File: config.mk
export PLATFORM = sky130hd
export DESIGN_NAME = pdma_chan
export DESIGN_NICKNAME = d
export VERILOG_FILES = /design/src/rtl/pdma_pkg.sv /design/src/rtl/pdma_regs.sv /design/src/rtl/pdma_seq.sv /design/src/rtl/pdma_lane.sv /design/src/rtl/pdma_chan.sv
export SDC_FILE = /design/constraint.sdc
export NUM_CORES = 1
export LEC_CHECK = 0
export BUFFER_PORTS_ARGS = -buffer_cell sky130_fd_sc_hd__buf_2
export CORE_ASPECT_RATIO = 1.2
export CORE_MARGIN = 3
export CORE_UTILIZATION = 35
export DETAILED_ROUTE_END_ITERATION = 10
export GPL_ROUTABILITY_DRIVEN = 1
export PLACE_DENSITY_LB_ADDON = 0.1
export SKIP_CTS_REPAIR_TIMING = 1
export SYNTH_ARGS = -nofsm -noshare
export SYNTH_HDL_FRONTEND = slang
export SYNTH_HIERARCHICAL = 1
export SYNTH_SLANG_ARGS = --single-unit
File: constraint.sdc
create_clock -name clk -period 2.7 [get_ports clk]
set_input_delay 0.54 -clock clk [delete_from_list [all_inputs] [get_ports clk]]
set_output_delay 0.54 -clock clk [all_outputs]
set_load 0.02 [all_outputs]
File: src/rtl/pdma_pkg.sv
package pdma_pkg;

  typedef enum logic [1:0] {
    PW_8   = 2'd0,
    PW_16  = 2'd1,
    PW_32  = 2'd2,
    PW_BAD = 2'd3
  } pw_e;

  typedef enum logic [1:0] {
    SQ_IDLE = 2'd0,
    SQ_SRC  = 2'd1,
    SQ_DST  = 2'd2
  } sq_e;

  typedef struct packed {
    logic addressed;
    logic to_local;
    pw_e  width;
  } ctl_t;

  localparam logic [1:0] SEL_LADDR = 2'd0;
  localparam logic [1:0] SEL_MADDR = 2'd1;
  localparam logic [1:0] SEL_COUNT = 2'd2;
  localparam logic [1:0] SEL_CTRL  = 2'd3;

  function automatic logic [2:0] pw_bytes(input pw_e w);
    case (w)
      PW_8:    pw_bytes = 3'd1;
      PW_16:   pw_bytes = 3'd2;
      PW_32:   pw_bytes = 3'd4;
      default: pw_bytes = 3'd0;
    endcase
  endfunction

endpackage

File: src/rtl/pdma_regs.sv
module pdma_regs
  import pdma_pkg::*;
#(
  parameter int LA_W  = 32,
  parameter int MA_W  = 24,
  parameter int CNT_W = 24,
  parameter int REG_W = 32
) (
  input  logic             clk,
  input  logic             rst_n,
  input  logic             wr,
  input  logic [1:0]       sel,
  input  logic [REG_W-1:0] wdata,
  input  logic             step,
  output logic [LA_W-1:0]  la,
  output logic [MA_W-1:0]  ma,
  output logic [CNT_W-1:0] cnt,
  output ctl_t             ctl,
  output logic             busy,
  output logic             done,
  output logic             err
);

  logic [LA_W-1:0]  la_n;
  logic [MA_W-1:0]  ma_n;
  logic [CNT_W-1:0] cnt_n;
  ctl_t             ctl_n;
  logic             busy_n, done_n, err_n;
  logic [2:0]       cur_bytes, new_bytes;
  ctl_t             new_ctl;
  logic             go_legal;

  assign cur_bytes = pw_bytes(ctl.width);

  always_comb begin
    new_ctl.addressed = wdata[1];
    new_ctl.to_local  = wdata[2];
    new_ctl.width     = pw_e'(wdata[4:3]);
    new_bytes         = pw_bytes(new_ctl.width);
    go_legal = (new_ctl.width != PW_BAD) && (cnt != '0) &&
               ((cnt & CNT_W'(new_bytes - 3'd1)) == '0) &&
               (new_ctl.addressed || (ma == '0));
  end

  always_comb begin
    la_n   = la;
    ma_n   = ma;
    cnt_n  = cnt;
    ctl_n  = ctl;
    busy_n = busy;
    done_n = done;
    err_n  = err;
    if (step && busy) begin
      la_n  = la + LA_W'(cur_bytes);
      ma_n  = ma + MA_W'(cur_bytes);
      cnt_n = cnt - CNT_W'(cur_bytes);
      if (cnt == CNT_W'(cur_bytes)) begin
        busy_n = 1'b0;
        done_n = 1'b1;
      end
    end else if (wr && !busy) begin
      case (sel)
        SEL_LADDR: la_n  = LA_W'(wdata);
        SEL_MADDR: ma_n  = MA_W'(wdata);
        SEL_COUNT: cnt_n = CNT_W'(wdata);
        default: begin
          ctl_n = new_ctl;
          if (wdata[0]) begin
            done_n = 1'b0;
            if (go_legal) begin
              busy_n = 1'b1;
              err_n  = 1'b0;
            end else begin
              err_n  = 1'b1;
            end
          end
        end
      endcase
    end
  end

  always_ff @(posedge clk or negedge rst_n) begin
    if (!rst_n) begin
      la   <= '0;
      ma   <= '0;
      cnt  <= '0;
      ctl  <= '0;
      busy <= 1'b0;
      done <= 1'b0;
      err  <= 1'b0;
    end else begin
      la   <= la_n;
      ma   <= ma_n;
      cnt  <= cnt_n;
      ctl  <= ctl_n;
      busy <= busy_n;
      done <= done_n;
      err  <= err_n;
    end
  end

endmodule

File: src/rtl/pdma_seq.sv
module pdma_seq
  import pdma_pkg::*;
(
  input  logic clk,
  input  logic rst_n,
  input  logic busy,
  input  logic addressed,
  input  logic to_local,
  input  logic dreq,
  input  logic lb_ack,
  input  logic pt_ack,
  output logic lb_req,
  output logic lb_we,
  output logic pt_req,
  output logic pt_we,
  output logic pt_dack,
  output logic cap,
  output logic step
);

  sq_e  st_q, st_n;
  logic src_ack, dst_ack;

  assign src_ack = to_local ? pt_ack : lb_ack;
  assign dst_ack = to_local ? lb_ack : pt_ack;

  always_comb begin
    st_n = st_q;
    cap  = 1'b0;
    step = 1'b0;
    case (st_q)
      SQ_IDLE: if (busy && (addressed || dreq)) st_n = SQ_SRC;
      SQ_SRC: if (src_ack) begin
        cap  = 1'b1;
        st_n = SQ_DST;
      end
      SQ_DST: if (dst_ack) begin
        step = 1'b1;
        st_n = SQ_IDLE;
      end
      default: st_n = SQ_IDLE;
    endcase
  end

  always_ff @(posedge clk or negedge rst_n) begin
    if (!rst_n) st_q <= SQ_IDLE;
    else        st_q <= st_n;
  end

  assign lb_req  = ((st_q == SQ_SRC) && !to_local) || ((st_q == SQ_DST) && to_local);
  assign lb_we   = (st_q == SQ_DST) && to_local;
  assign pt_req  = ((st_q == SQ_SRC) && to_local) || ((st_q == SQ_DST) && !to_local);
  assign pt_we   = (st_q == SQ_DST) && !to_local;
  assign pt_dack = pt_req && !addressed && busy;

endmodule

File: src/rtl/pdma_lane.sv
module pdma_lane
  import pdma_pkg::*;
#(
  parameter int DATA_W = 32
) (
  input  logic              clk,
  input  logic              rst_n,
  input  logic              cap,
  input  pw_e               width,
  input  logic [DATA_W-1:0] src_data,
  output logic [DATA_W-1:0] buf_q
);

  localparam int LANES = DATA_W / 8;

  logic [DATA_W-1:0] masked;
  logic [2:0]        nbytes;

  assign nbytes = pw_bytes(width);

  for (genvar k = 0; k < LANES; k++) begin : g_lane
    assign masked[8*k +: 8] = (k < int'(nbytes)) ? src_data[8*k +: 8] : 8'h00;
  end

  always_ff @(posedge clk or negedge rst_n) begin
    if (!rst_n)   buf_q <= '0;
    else if (cap) buf_q <= masked;
  end

endmodule

File: src/rtl/pdma_chan.sv
module pdma_chan
  import pdma_pkg::*;
#(
  parameter int LA_W   = 32,
  parameter int MA_W   = 24,
  parameter int CNT_W  = 24,
  parameter int DATA_W = 32
) (
  input  logic              clk,
  input  logic              rst_n,
  input  logic              reg_wr,
  input  logic [1:0]        reg_sel,
  input  logic [31:0]       reg_wdata,
  output logic              st_busy,
  output logic              st_done,
  output logic              st_err,
  output logic [CNT_W-1:0]  st_count,
  output logic              lb_req,
  output logic              lb_we,
  output logic [LA_W-1:0]   lb_addr,
  output logic [1:0]        lb_size,
  output logic [DATA_W-1:0] lb_wdata,
  input  logic [DATA_W-1:0] lb_rdata,
  input  logic              lb_ack,
  input  logic              pt_dreq,
  output logic              pt_dack,
  output logic              pt_req,
  output logic              pt_we,
  output logic              pt_mem,
  output logic [MA_W-1:0]   pt_addr,
  output logic [1:0]        pt_size,
  output logic [DATA_W-1:0] pt_wdata,
  input  logic [DATA_W-1:0] pt_rdata,
  input  logic              pt_ack
);

  ctl_t              ctl;
  logic              cap, step;
  logic [DATA_W-1:0] buf_q;

  pdma_regs #(
    .LA_W(LA_W), .MA_W(MA_W), .CNT_W(CNT_W), .REG_W(32)
  ) regs_i (
    .clk(clk), .rst_n(rst_n), .wr(reg_wr), .sel(reg_sel), .wdata(reg_wdata),
    .step(step), .la(lb_addr), .ma(pt_addr), .cnt(st_count), .ctl(ctl),
    .busy(st_busy), .done(st_done), .err(st_err)
  );

  pdma_seq seq_i (
    .clk(clk), .rst_n(rst_n), .busy(st_busy), .addressed(ctl.addressed),
    .to_local(ctl.to_local), .dreq(pt_dreq), .lb_ack(lb_ack), .pt_ack(pt_ack),
    .lb_req(lb_req), .lb_we(lb_we), .pt_req(pt_req), .pt_we(pt_we),
    .pt_dack(pt_dack), .cap(cap), .step(step)
  );

  pdma_lane #(.DATA_W(DATA_W)) lane_i (
    .clk(clk), .rst_n(rst_n), .cap(cap), .width(ctl.width),
    .src_data(ctl.to_local ? pt_rdata : lb_rdata), .buf_q(buf_q)
  );

  assign lb_wdata = buf_q;
  assign pt_wdata = buf_q;
  assign lb_size  = ctl.width;
  assign pt_size  = ctl.width;
  assign pt_mem   = ctl.addressed;

endmodule

==> flow_metrics.env <==
export IMPL_outcome="finished, final reports clean"
export IMPL_start_util=0.362
export IMPL_layoutNonFillerInstCount=1358
export IMPL_insertedDiodeCount=0
export IMPL_cts_buffer_depth=2
export IMPL_critPathCaptureType="flip-flop"
export IMPL_r2r_start="regs_i/ctl[0]"
export IMPL_rsz0062_at_grt="false"
export IMPL_dp_cells=1325
export IMPL_vias_per_cell=5.40
export IMPL_yosysWarnings=6
export IMPL_drt_first_pass_iters=4
export IMPL_holdCritPathClass="input port to asynchronous set/reset pin"
export IMPL_synthDistinctLibCells=81
export IMPL_rr_endpoint="regs_i/ma[16]"
export IMPL_tightest_slew_ns=0.662
export IMPL_io_pin_count=261
export IMPL_use_met1=0.284
export IMPL_grt_antenna_before_repair=2
export IMPL_grtUsageMet3=0.0554
export IMPL_drtIter0Drc=379
export IMPL_final_hold_violation_count=0
export IMPL_clock_fmax_mhz=395
export IMPL_grt_pass1_vias=6985
export IMPL_min_period_ns=2.53
export IMPL_die_x_um=142
export IMPL_syn_area_um2=7720
export IMPL_layout_common_cells="259 x buf_2, 120 x dfrtp_1, 80 x nand2_1"
export IMPL_path_clk_slew_ns=0.06
export IMPL_synth_fp_nets=955
export IMPL_period_share=0.938
export IMPL_drive_gt1_frac=0.359
export IMPL_place_congestion=0.863
export IMPL_area_delta_synth_final_pct=26.6
export IMPL_cts_sinks=121
export IMPL_path_class="flip-flop to flip-flop"
export IMPL_cts_max_level=4
export IMPL_leakage_nw=4.60
export IMPL_synthCells=837
export IMPL_synthFlopType="dfrtp_1"
export IMPL_dr_total_vias=7332
export IMPL_finish_net_count=1194
export IMPL_grt_pass1_wl_um=41400
export IMPL_grtUsageTotal=0.222
export IMPL_placementRows=58
export IMPL_fillerInstances=2153
export IMPL_drv_cap=0
export IMPL_arrival_ns=2.84
export IMPL_top_usage_layer="met2"
export IMPL_io_buffers=260
export IMPL_clkLatencyLatePin_ns=0.42
export IMPL_cts_root_buffer="clkbuf_16"
export IMPL_hpwlAfterDp_um=20400
export IMPL_antenna_left=0
export IMPL_ys_ff_latch=121
export IMPL_die_area_um2=23900
export IMPL_finish_utilization=0.458
export IMPL_finalSetupTns_ns=0
export IMPL_synth_edf_count=0
export IMPL_placeableCoreArea_um2=21300
export IMPL_final_common_cell="buf_2"
export IMPL_tritoncts="done"
export IMPL_ff_latch_area_um2=3030
export IMPL_cp_start_kind="flip-flop"
export IMPL_gr_total_overflow=0
export IMPL_avgRoutedWirePerCell_um=20.0
export IMPL_ir_drop_mv=0.543
export IMPL_powerDensity_nw_per_um2=996
export IMPL_crit_fanout=6
export IMPL_finalMaxSlewViolations=0
export IMPL_drc_errors=0
export IMPL_multi_input_area_um2=4010
export IMPL_r2r_slack_ns=0.17
export IMPL_slew_headroom=0.558
export IMPL_rr_worst_depth=9
export IMPL_async_reset_ff_frac=1.00
export IMPL_numCtsBuffers=17
export IMPL_cp_required_ns=3.01
export IMPL_setup_viol=0
export IMPL_skew_ns=0.0108
export IMPL_syn_avg_cell_area_um2=9.22
export IMPL_use_met2=0.363
export IMPL_synth_yosys_seq_area_share=0.392
export IMPL_grt_max_degree=65
export IMPL_wirelength_um=27100
export IMPL_die_h_um=169
==> kinds of logic (layout without fill, tap and decap cells) <==
kind of cell,Yosys count,after routing,synth area share
AOI/OAI and AO/OA,197,197,0.174
xor gates and xnor gates,6,6,0.00681
adders and majority gates,14,14,0.0256
buffers and inverters,127,378,0.0948
DFF,121,121,0.392
muxes,42,42,0.0765
and+or+nand+nor,330,330,0.230
==> routing by layer <==
metal  wire length [µm]  share of wire
met1              11400           0.42
met2              12900           0.47
met3               2060          0.076
met4                812          0.030
met5                 17        0.00063
==> worst max path at each step <==
stage | start | to | slack [ns]
2_1_floorplan | regs_i/ctl[1] | regs_i/cnt[16] | 0.01
3_3_place_gp | regs_i/ctl[1] | regs_i/cnt[22] | 0.13
3_5_place_dp | regs_i/ctl[1] | regs_i/la[26] | 0.11
4_1_cts | regs_i/ctl[1] | regs_i/cnt[22] | 0.08
5_1_grt | regs_i/ctl[0] | regs_i/la[16] | 0.002
6_report | regs_i/ctl[0] | regs_i/ma[16] | 0.17
==> metrics by stage <==
stage | setup slack [ns] | area, µm² | power (mW) | hold WS, ns
floorplan | 0.0140 | 7720 | 6.16 | 0.244
global placement | 0.128 | 9140 | 7.43 | 0.464
detailed placement | 0.111 | 9140 | 7.45 | 0.459
CTS | 0.0849 | 9730 | 9.80 | 0.108
global route | 0.00162 | 9770 | 10.3 | 0.120
finish | 0.168 | 9770 | 9.73 | 0.0930
==> critical path: stages, from the launching register on <==
cell	delay [ns]
dfrtp_1	0.38
buf_4	0.15
nand2b_1	0.17
inv_1	0.09
ha_1	0.35
a21o_1	0.20
or3b_1	0.40
or2_1	0.29
o32a_1	0.29
o21a_1	0.11
==> cell usage after synthesis, drive strengths merged, types with 3 or more instances <==
master	number	area, µm²
a211oi	16	120
nor3	26	146
o21a	6	45.0
nand2b	8	50.1
a21oi	21	109
o21ai	54	270
or3b	3	28.8
nor2	61	229
dfrtp	121	3030
ha	11	138
nand4	14	93.8
nand2	80	300
and4	4	35.0
and3	11	68.8
mux2	36	518
nor3b	4	30.0
o31a	3	26.3
xnor2	3	26.3
buf	54	457
a31oi	10	62.6
fa	3	60.1
and3b	3	27.5
or3	16	100
and2	5	32.5
or2	3	21.3
nand3b	22	178
a22oi	4	30.0
xor2	3	26.3
or4	8	63.8
mux2i	5	50.1
nand3	42	215
nor2b	5	31.3
o211ai	25	188
o22ai	4	25.0
o311ai	16	140
nor4	14	118
clkbuf	25	95.1
a311oi	5	43.8
a21o	9	67.6
inv	48	180
==> flip-flops by register name, summed over array words and instances, names as in the netlist <==
signal,count
regs_i/ma,24
regs_i/ctl,4
regs_i/la,32
regs_i/cnt,24
regs_i/busy,1
lane_i/buf_q,32
regs_i/done,1
seq_i/st_q,2
regs_i/err,1
==> cell type report <==
type                            count  area share
Clock inverter                      9      0.0125
Timing Repair Buffer              299       0.167
Clock buffer                       22      0.0475
Inverter                           48      0.0184
Sequential cell                   121       0.310
Multi-Input combinational cell    589       0.410
Tap cell                          270      0.0346
==> where the power goes <==
part           switching [mW]  internal, mW  leakage [nW]
combinational            2.65          1.63          2.85
sequential              0.724          2.41          1.46
clock                   0.836          1.49         0.290
No activity file was read; power rests on OpenSTA's default activity.
